`src/rtl/nor_prog_pkg.sv`:
```
package nor_prog_pkg;
  typedef enum logic [2:0] {
    ST_IDLE,
    ST_CMD_W,
    ST_CMD_G,
    ST_POLL_R,
    ST_POLL_D,
    ST_VER_R,
    ST_VER_D
  } prog_st_e;

  localparam logic [7:0] CB_KEY1 = 8'hAA;
  localparam logic [7:0] CB_KEY2 = 8'h55;
  localparam logic [7:0] CB_PGM  = 8'hA0;
  localparam logic [1:0] STEP_DATA = 2'd3;
endpackage

```
`src/rtl/nor_cmd_rom.sv`:
```
module nor_cmd_rom
  import nor_prog_pkg::*;
#(
  parameter int AW = 16,
  parameter int DW = 16,
  parameter logic [AW-1:0] KEY_A1 = AW'(12'h555),
  parameter logic [AW-1:0] KEY_A2 = AW'(12'h2AA)
) (
  input  logic [1:0]    step_i,
  input  logic [AW-1:0] target_i,
  input  logic [DW-1:0] word_i,
  output logic [AW-1:0] addr_o,
  output logic [DW-1:0] data_o
);
  always_comb begin
    case (step_i)
      2'd0:    begin addr_o = KEY_A1;   data_o = DW'(CB_KEY1); end
      2'd1:    begin addr_o = KEY_A2;   data_o = DW'(CB_KEY2); end
      2'd2:    begin addr_o = KEY_A1;   data_o = DW'(CB_PGM);  end
      default: begin addr_o = target_i; data_o = word_i;       end
    endcase
  end
endmodule

```
`src/rtl/nor_poll_timer.sv`:
```
module nor_poll_timer #(
  parameter int POLL_MAX = 1024,
  localparam int CW = $clog2(POLL_MAX + 1)
) (
  input  logic clk,
  input  logic rst,
  input  logic load_i,
  input  logic bump_i,
  output logic spent_o
);
  logic [CW-1:0] cnt_q;

  always_ff @(posedge clk) begin
    if (rst)         cnt_q <= '0;
    else if (load_i) cnt_q <= CW'(1);
    else if (bump_i) cnt_q <= cnt_q + CW'(1);
  end

  assign spent_o = (cnt_q == CW'(POLL_MAX));
endmodule

```
`src/rtl/nor_word_walker.sv`:
```
module nor_word_walker #(
  parameter int AW = 16,
  parameter int LW = 8
) (
  input  logic          clk,
  input  logic          rst,
  input  logic          init_i,
  input  logic          adv_i,
  input  logic [AW-1:0] base_i,
  input  logic [LW-1:0] len_i,
  output logic [AW-1:0] addr_o,
  output logic [LW-1:0] idx_o,
  output logic          last_o
);
  logic [LW-1:0] left_q;

  always_ff @(posedge clk) begin
    if (rst) begin
      addr_o <= '0;
      idx_o  <= '0;
      left_q <= '0;
    end else if (init_i) begin
      addr_o <= base_i;
      idx_o  <= '0;
      left_q <= len_i;
    end else if (adv_i) begin
      addr_o <= addr_o + AW'(1);
      idx_o  <= idx_o + LW'(1);
      left_q <= left_q - LW'(1);
    end
  end

  assign last_o = (left_q == LW'(1));
endmodule

```
`src/rtl/nor_prog_ctrl.sv`:
```
module nor_prog_ctrl
  import nor_prog_pkg::*;
#(
  parameter int AW       = 16,
  parameter int DW       = 16,
  parameter int LW       = 8,
  parameter int POLL_MAX = 1024,
  parameter logic [AW-1:0] KEY_A1 = AW'(12'h555),
  parameter logic [AW-1:0] KEY_A2 = AW'(12'h2AA)
) (
  input  logic          clk,
  input  logic          rst,
  input  logic          start_i,
  input  logic [AW-1:0] base_addr_i,
  input  logic [LW-1:0] length_i,
  output logic [LW-1:0] src_idx_o,
  input  logic [DW-1:0] src_data_i,
  output logic [AW-1:0] fl_addr_o,
  output logic [DW-1:0] fl_wdata_o,
  output logic          fl_we_o,
  output logic          fl_re_o,
  input  logic [DW-1:0] fl_rdata_i,
  output logic          busy_o,
  output logic          done_o,
  output logic          err_o,
  output logic [AW-1:0] err_addr_o
);
  prog_st_e      st_q;
  logic [1:0]    step_q;
  logic [DW-1:0] word_q;
  logic [1:0]    rom_step;
  logic [AW-1:0] rom_addr, tgt_addr;
  logic [DW-1:0] rom_data;
  logic          go, walk_adv, walk_last;
  logic          tmr_load, tmr_bump, tmr_spent;
  logic          poll_hit, ver_ok;

  assign go       = (st_q == ST_IDLE) && start_i && (length_i != '0);
  assign poll_hit = (fl_rdata_i[7] == word_q[7]);
  assign ver_ok   = (fl_rdata_i == word_q);
  assign walk_adv = (st_q == ST_VER_D) && ver_ok && !walk_last;
  assign tmr_load = (st_q == ST_CMD_G) && (step_q == STEP_DATA);
  assign tmr_bump = (st_q == ST_POLL_D) && !poll_hit && !tmr_spent;
  assign rom_step = (st_q == ST_CMD_G) ? step_q + 2'd1 : 2'd0;

  nor_cmd_rom #(.AW(AW), .DW(DW), .KEY_A1(KEY_A1), .KEY_A2(KEY_A2)) u_rom (
    .step_i(rom_step), .target_i(tgt_addr), .word_i(src_data_i),
    .addr_o(rom_addr), .data_o(rom_data)
  );

  nor_poll_timer #(.POLL_MAX(POLL_MAX)) u_tmr (
    .clk(clk), .rst(rst), .load_i(tmr_load), .bump_i(tmr_bump), .spent_o(tmr_spent)
  );

  nor_word_walker #(.AW(AW), .LW(LW)) u_walk (
    .clk(clk), .rst(rst), .init_i(go), .adv_i(walk_adv),
    .base_i(base_addr_i), .len_i(length_i),
    .addr_o(tgt_addr), .idx_o(src_idx_o), .last_o(walk_last)
  );

  always_ff @(posedge clk) begin
    if (rst) begin
      st_q       <= ST_IDLE;
      step_q     <= '0;
      word_q     <= '0;
      fl_addr_o  <= '0;
      fl_wdata_o <= '0;
      fl_we_o    <= 1'b0;
      fl_re_o    <= 1'b0;
      busy_o     <= 1'b0;
      done_o     <= 1'b0;
      err_o      <= 1'b0;
      err_addr_o <= '0;
    end else begin
      fl_we_o <= 1'b0;
      fl_re_o <= 1'b0;
      case (st_q)
        ST_IDLE: if (start_i) begin
          err_o <= 1'b0;
          if (length_i == '0) begin
            done_o <= 1'b1;
          end else begin
            done_o     <= 1'b0;
            busy_o     <= 1'b1;
            step_q     <= 2'd0;
            fl_we_o    <= 1'b1;
            fl_addr_o  <= rom_addr;
            fl_wdata_o <= rom_data;
            st_q       <= ST_CMD_W;
          end
        end
        ST_CMD_W: st_q <= ST_CMD_G;
        ST_CMD_G: begin
          if (step_q == STEP_DATA) begin
            fl_re_o   <= 1'b1;
            fl_addr_o <= tgt_addr;
            st_q      <= ST_POLL_R;
          end else begin
            step_q     <= rom_step;
            fl_we_o    <= 1'b1;
            fl_addr_o  <= rom_addr;
            fl_wdata_o <= rom_data;
            if (rom_step == STEP_DATA) word_q <= src_data_i;
            st_q       <= ST_CMD_W;
          end
        end
        ST_POLL_R: st_q <= ST_POLL_D;
        ST_POLL_D: begin
          if (poll_hit) begin
            fl_re_o <= 1'b1;
            st_q    <= ST_VER_R;
          end else if (tmr_spent) begin
            err_o      <= 1'b1;
            err_addr_o <= tgt_addr;
            busy_o     <= 1'b0;
            st_q       <= ST_IDLE;
          end else begin
            fl_re_o <= 1'b1;
            st_q    <= ST_POLL_R;
          end
        end
        ST_VER_R: st_q <= ST_VER_D;
        ST_VER_D: begin
          if (!ver_ok) begin
            err_o      <= 1'b1;
            err_addr_o <= tgt_addr;
            busy_o     <= 1'b0;
            st_q       <= ST_IDLE;
          end else if (walk_last) begin
            done_o <= 1'b1;
            busy_o <= 1'b0;
            st_q   <= ST_IDLE;
          end else begin
            step_q     <= 2'd0;
            fl_we_o    <= 1'b1;
            fl_addr_o  <= rom_addr;
            fl_wdata_o <= rom_data;
            st_q       <= ST_CMD_W;
          end
        end
        default: st_q <= ST_IDLE;
      endcase
    end
  end
endmodule

```
`config.mk`:
```
export PLATFORM = sky130hd
export DESIGN_NAME = nor_prog_ctrl
export DESIGN_NICKNAME = d
export VERILOG_FILES = /design/src/rtl/nor_prog_pkg.sv /design/src/rtl/nor_cmd_rom.sv /design/src/rtl/nor_poll_timer.sv /design/src/rtl/nor_word_walker.sv /design/src/rtl/nor_prog_ctrl.sv
export SDC_FILE = /design/constraint.sdc
export NUM_CORES = 1
export LEC_CHECK = 0
export BUFFER_PORTS_ARGS = -buffer_cell sky130_fd_sc_hd__buf_2
export CAP_MARGIN = 25
export CELL_PAD_IN_SITES_DETAIL_PLACEMENT = 0
export CELL_PAD_IN_SITES_GLOBAL_PLACEMENT = 1
export CORE_UTILIZATION = 44
export DETAILED_ROUTE_END_ITERATION = 12
export PLACE_DENSITY_LB_ADDON = 0.25
export SLEW_MARGIN = 30
export SYNTH_ARGS = -nofsm -noshare
export SYNTH_HDL_FRONTEND = slang
export SYNTH_SLANG_ARGS = --single-unit
```
`constraint.sdc`:
```
create_clock -name clk -period 4.6 [get_ports clk]
set_clock_uncertainty 0.1 [all_clocks]
set_input_delay 0 -clock clk [delete_from_list [all_inputs] [get_ports clk]]
set_output_delay 0 -clock clk [all_outputs]
set_load 0.01 [all_outputs]
```
==> metrics <==
status finished clean; adder-cell share of the synthesized area ~1.5%; clock period minus worst slack 2812 ps; async set or reset register ratio after synthesis 0%; Crit Path Max Fanout 21; drt pass-1 iters 4; Setup TNS Final 0 ps; Yosys cell types 67; post-synthesis mux area share about 6.2%; Post-Synthesis Cells between 600 and 700; maximum clock rate ~0.36 GHz; fraction of layout cells with a size suffix above 1 a little under a quarter; Placed Instance Area between 0.006 and 0.007 mm2; initial antenna violation count 0; pre-CTS setup slack between 1500 and 2000 ps; sequential share of the synthesized area 40.86%; Lkg Pwr between 0.003 and 0.004 uW; worst min path class input port to flip-flop; Inserted Diodes 0; Vias/cell ~5.7; Post-synth top flop dfxtp_1; Slowest cell on crit path and4_1; type of the worst setup path flip-flop to flip-flop; area leader, netlist dfxtp_1; clk buf depth 2; DR vias 5550; max-cap violations 0; CP Launch Type flip-flop; Iter 0 DRT Violations 354; PortBufs approximately 120; post-synthesis area per instance roughly 9 um2; Worst setup EP type flip-flop; Post-DRT Antenna Nets 0; Final WS setup 1788 ps; nets 865; Ys Warns 0; CP arrival around 3000 ps; die area approximately 0.013 mm2; xor and xnor fraction of the mapped netlist area ~3.8%; Synth Area in Compound Gates between 10% and 20%; synthesized area around 0.0057 mm2; clock slew at reported path FFs around 50 ps; critical path's top delay family simple AND/OR/NAND/NOR gates; hpwl dp ~11000 um; syn_nets ~720; initial core utilization about 45%; Crit path largest cell delay around 860 ps; H-tree level count 4; Clk Latency, worst-skew pair 420 ps; P&R area growth vs syn 29.69%; core area roughly 0.013 mm2; CTS buffer count 17; Post-CTS Setup Bufs 0; Power Total between 2000 and 3000 uW; EDFF count, synth 0; CTS tree built; GPL Wtd Cong 0.8446; largest net degree at the start of global routing 56; Design Area, Final roughly 0.0074 mm2; vias in the first global route slightly above 5k; per-cell routed wire length about 17 um; cts repair resizes 0; WP data required roughly 4800 ps; crit-path cells xor2_1, nor4_2, and4_1, o21ai_2, mux2_2; final hold violation count 0; relative slew slack 38.58%; Die H roughly 120 um; overflow left after global routing 0; clock sinks 117; Die Wd 116.1 um; Worst Max-Slew Pin Slew ~920 ps; # setup viols final 0; final worst-path cycle share 61.13%; Power Density roughly 370 mW/mm2; top cells by area, synth dfxtp_1 (41%), mux2i_1 (5.6%), nand2_1 (5.0%); main combinational cell family by area after synthesis simple AND/OR/NAND/NOR gates; Total GRT Usage between 20% and 30%; root buf cell clkbuf_16; IO Pins 120; worst vdd ir around 0.00018 V; Final Max Tran Viols 0; #FFs+latches synth around 120; row count a little over 40; final WL 16280 um; first-pass GRT wire length 25780 um; post-synth top area share about 41%; DRC Markers 0; RSZ-0062 raised after global routing no; post-synthesis simple-gate area fraction 23.01%; WP buf/inv 0
## final timing paths
path / startpoint / to / slack (ps) / cells past startpoint
max: word_q[7] / fl_wdata_o[7] / 1790 / 5
min: fl_rdata_i[7] / st_q[2] / 8 / 4
min reg2reg: err_addr_o[0] / err_addr_o[0] / 350 / 2
max reg2reg: word_q[7] / fl_wdata_o[7] / 1790 / 5
## worst reg2reg max path: stages, from the launching register on
cell and delay, ps:
dfxtp_1 330, xor2_1 200, nor4_2 390, and4_1 860, o21ai_2 430, mux2_2 390
## power by group
part | leakage (uW) | switching, uW | total [uW] | internal [uW]
combinational | 0.00180 | 174 | 315 | 141
clock | 0.000290 | 445 | 1320 | 876
sequential | 0.000952 | 54.8 | 1110 | 1060
## cell type report
cell class	count	area, um2
clock buffer	27	523.0
clock inverter	3	65.06
fill	1147	5238
inverter	18	67.56
multi-input combinational	477	3148
sequential	117	2342
tap	172	215.2
timing repair buffer	168	1072
## stage by stage
stage,hold slack [ps],std cells,util (%)
floorplan,25.79,655,-
global placement,126.5,909,50.46
detailed placement,135.3,909,50.57
CTS,10.07,981,58.53
global route,57.80,982,58.67
finish,8.034,982,58.67
## registers in the layout, indices dropped and copies added (netlist names), 2 cells and up
register       flops
err_addr_o        16
fl_addr_o         16
fl_wdata_o        16
st_q               3
step_q             2
u_tmr.cnt_q       11
u_walk.addr_o     16
u_walk.idx_o       8
u_walk.left_q      8
word_q            16
## synthesized netlist by cell type (7+ instances only)
cell type	number
a211oi_1	7
a21oi_1	28
a22o_1	9
a311oi_1	7
a31oi_1	7
buf_2	10
buf_4	7
clkbuf_1	24
dfxtp_1	117
ha_1	7
inv_1	17
mux2i_1	32
nand2_1	77
nand3_1	34
nand4_1	7
nor2_1	58
nor3_1	16
nor4_1	9
o211ai_1	9
o21a_1	14
o21ai_0	17
or3_1	7
xor2_1	22
## layer usage
metal	part of all wire, %	GRT usage (%)
met1	48	34.02
met2	45	38.57
met3	5.5	5.034
met4	1.7	9.231
met5	0	0
## cells in the final DEF, fill, tap and decap left out, types with 7 or more instances in the layout
master         synthesis  final
dlygate4sd3_1          0     42
nor4_2                 5      7
a211oi_1               7      7
nand4_1                7      7
dfxtp_1              117    117
clkbuf_16              0     17
buf_2                 10    119
nor3_1                16     16
a21oi_1               28     28
a311oi_1               7      7
nand2_1               77     77
o21a_1                14     14
inv_1                 17     17
mux2i_1               32     32
a22o_1                 9      9
nor4_1                 9      7
or3_1                  7      7
xor2_1                22     22
o21ai_0               17     17
ha_1                   7      7
o211ai_1               9      9
nor2_1                58     58
nand3_1               34     34
## logic make-up after synthesis
family,Yosys count
xor+xnor,25
buf+inv,61
fa+ha+maj,7
flops,117
compound gates,154
simple gates,256
mux,35
## what timing repair did
| item | in CTS | in global routing |
|---|---|---|
| endpoints found under the hold margin | 57 | 0 |
| setup endpoints to repair | 0 | 0 |
| hold buffers | 42 | 0 |
Power figures use the tool's default switching activity.
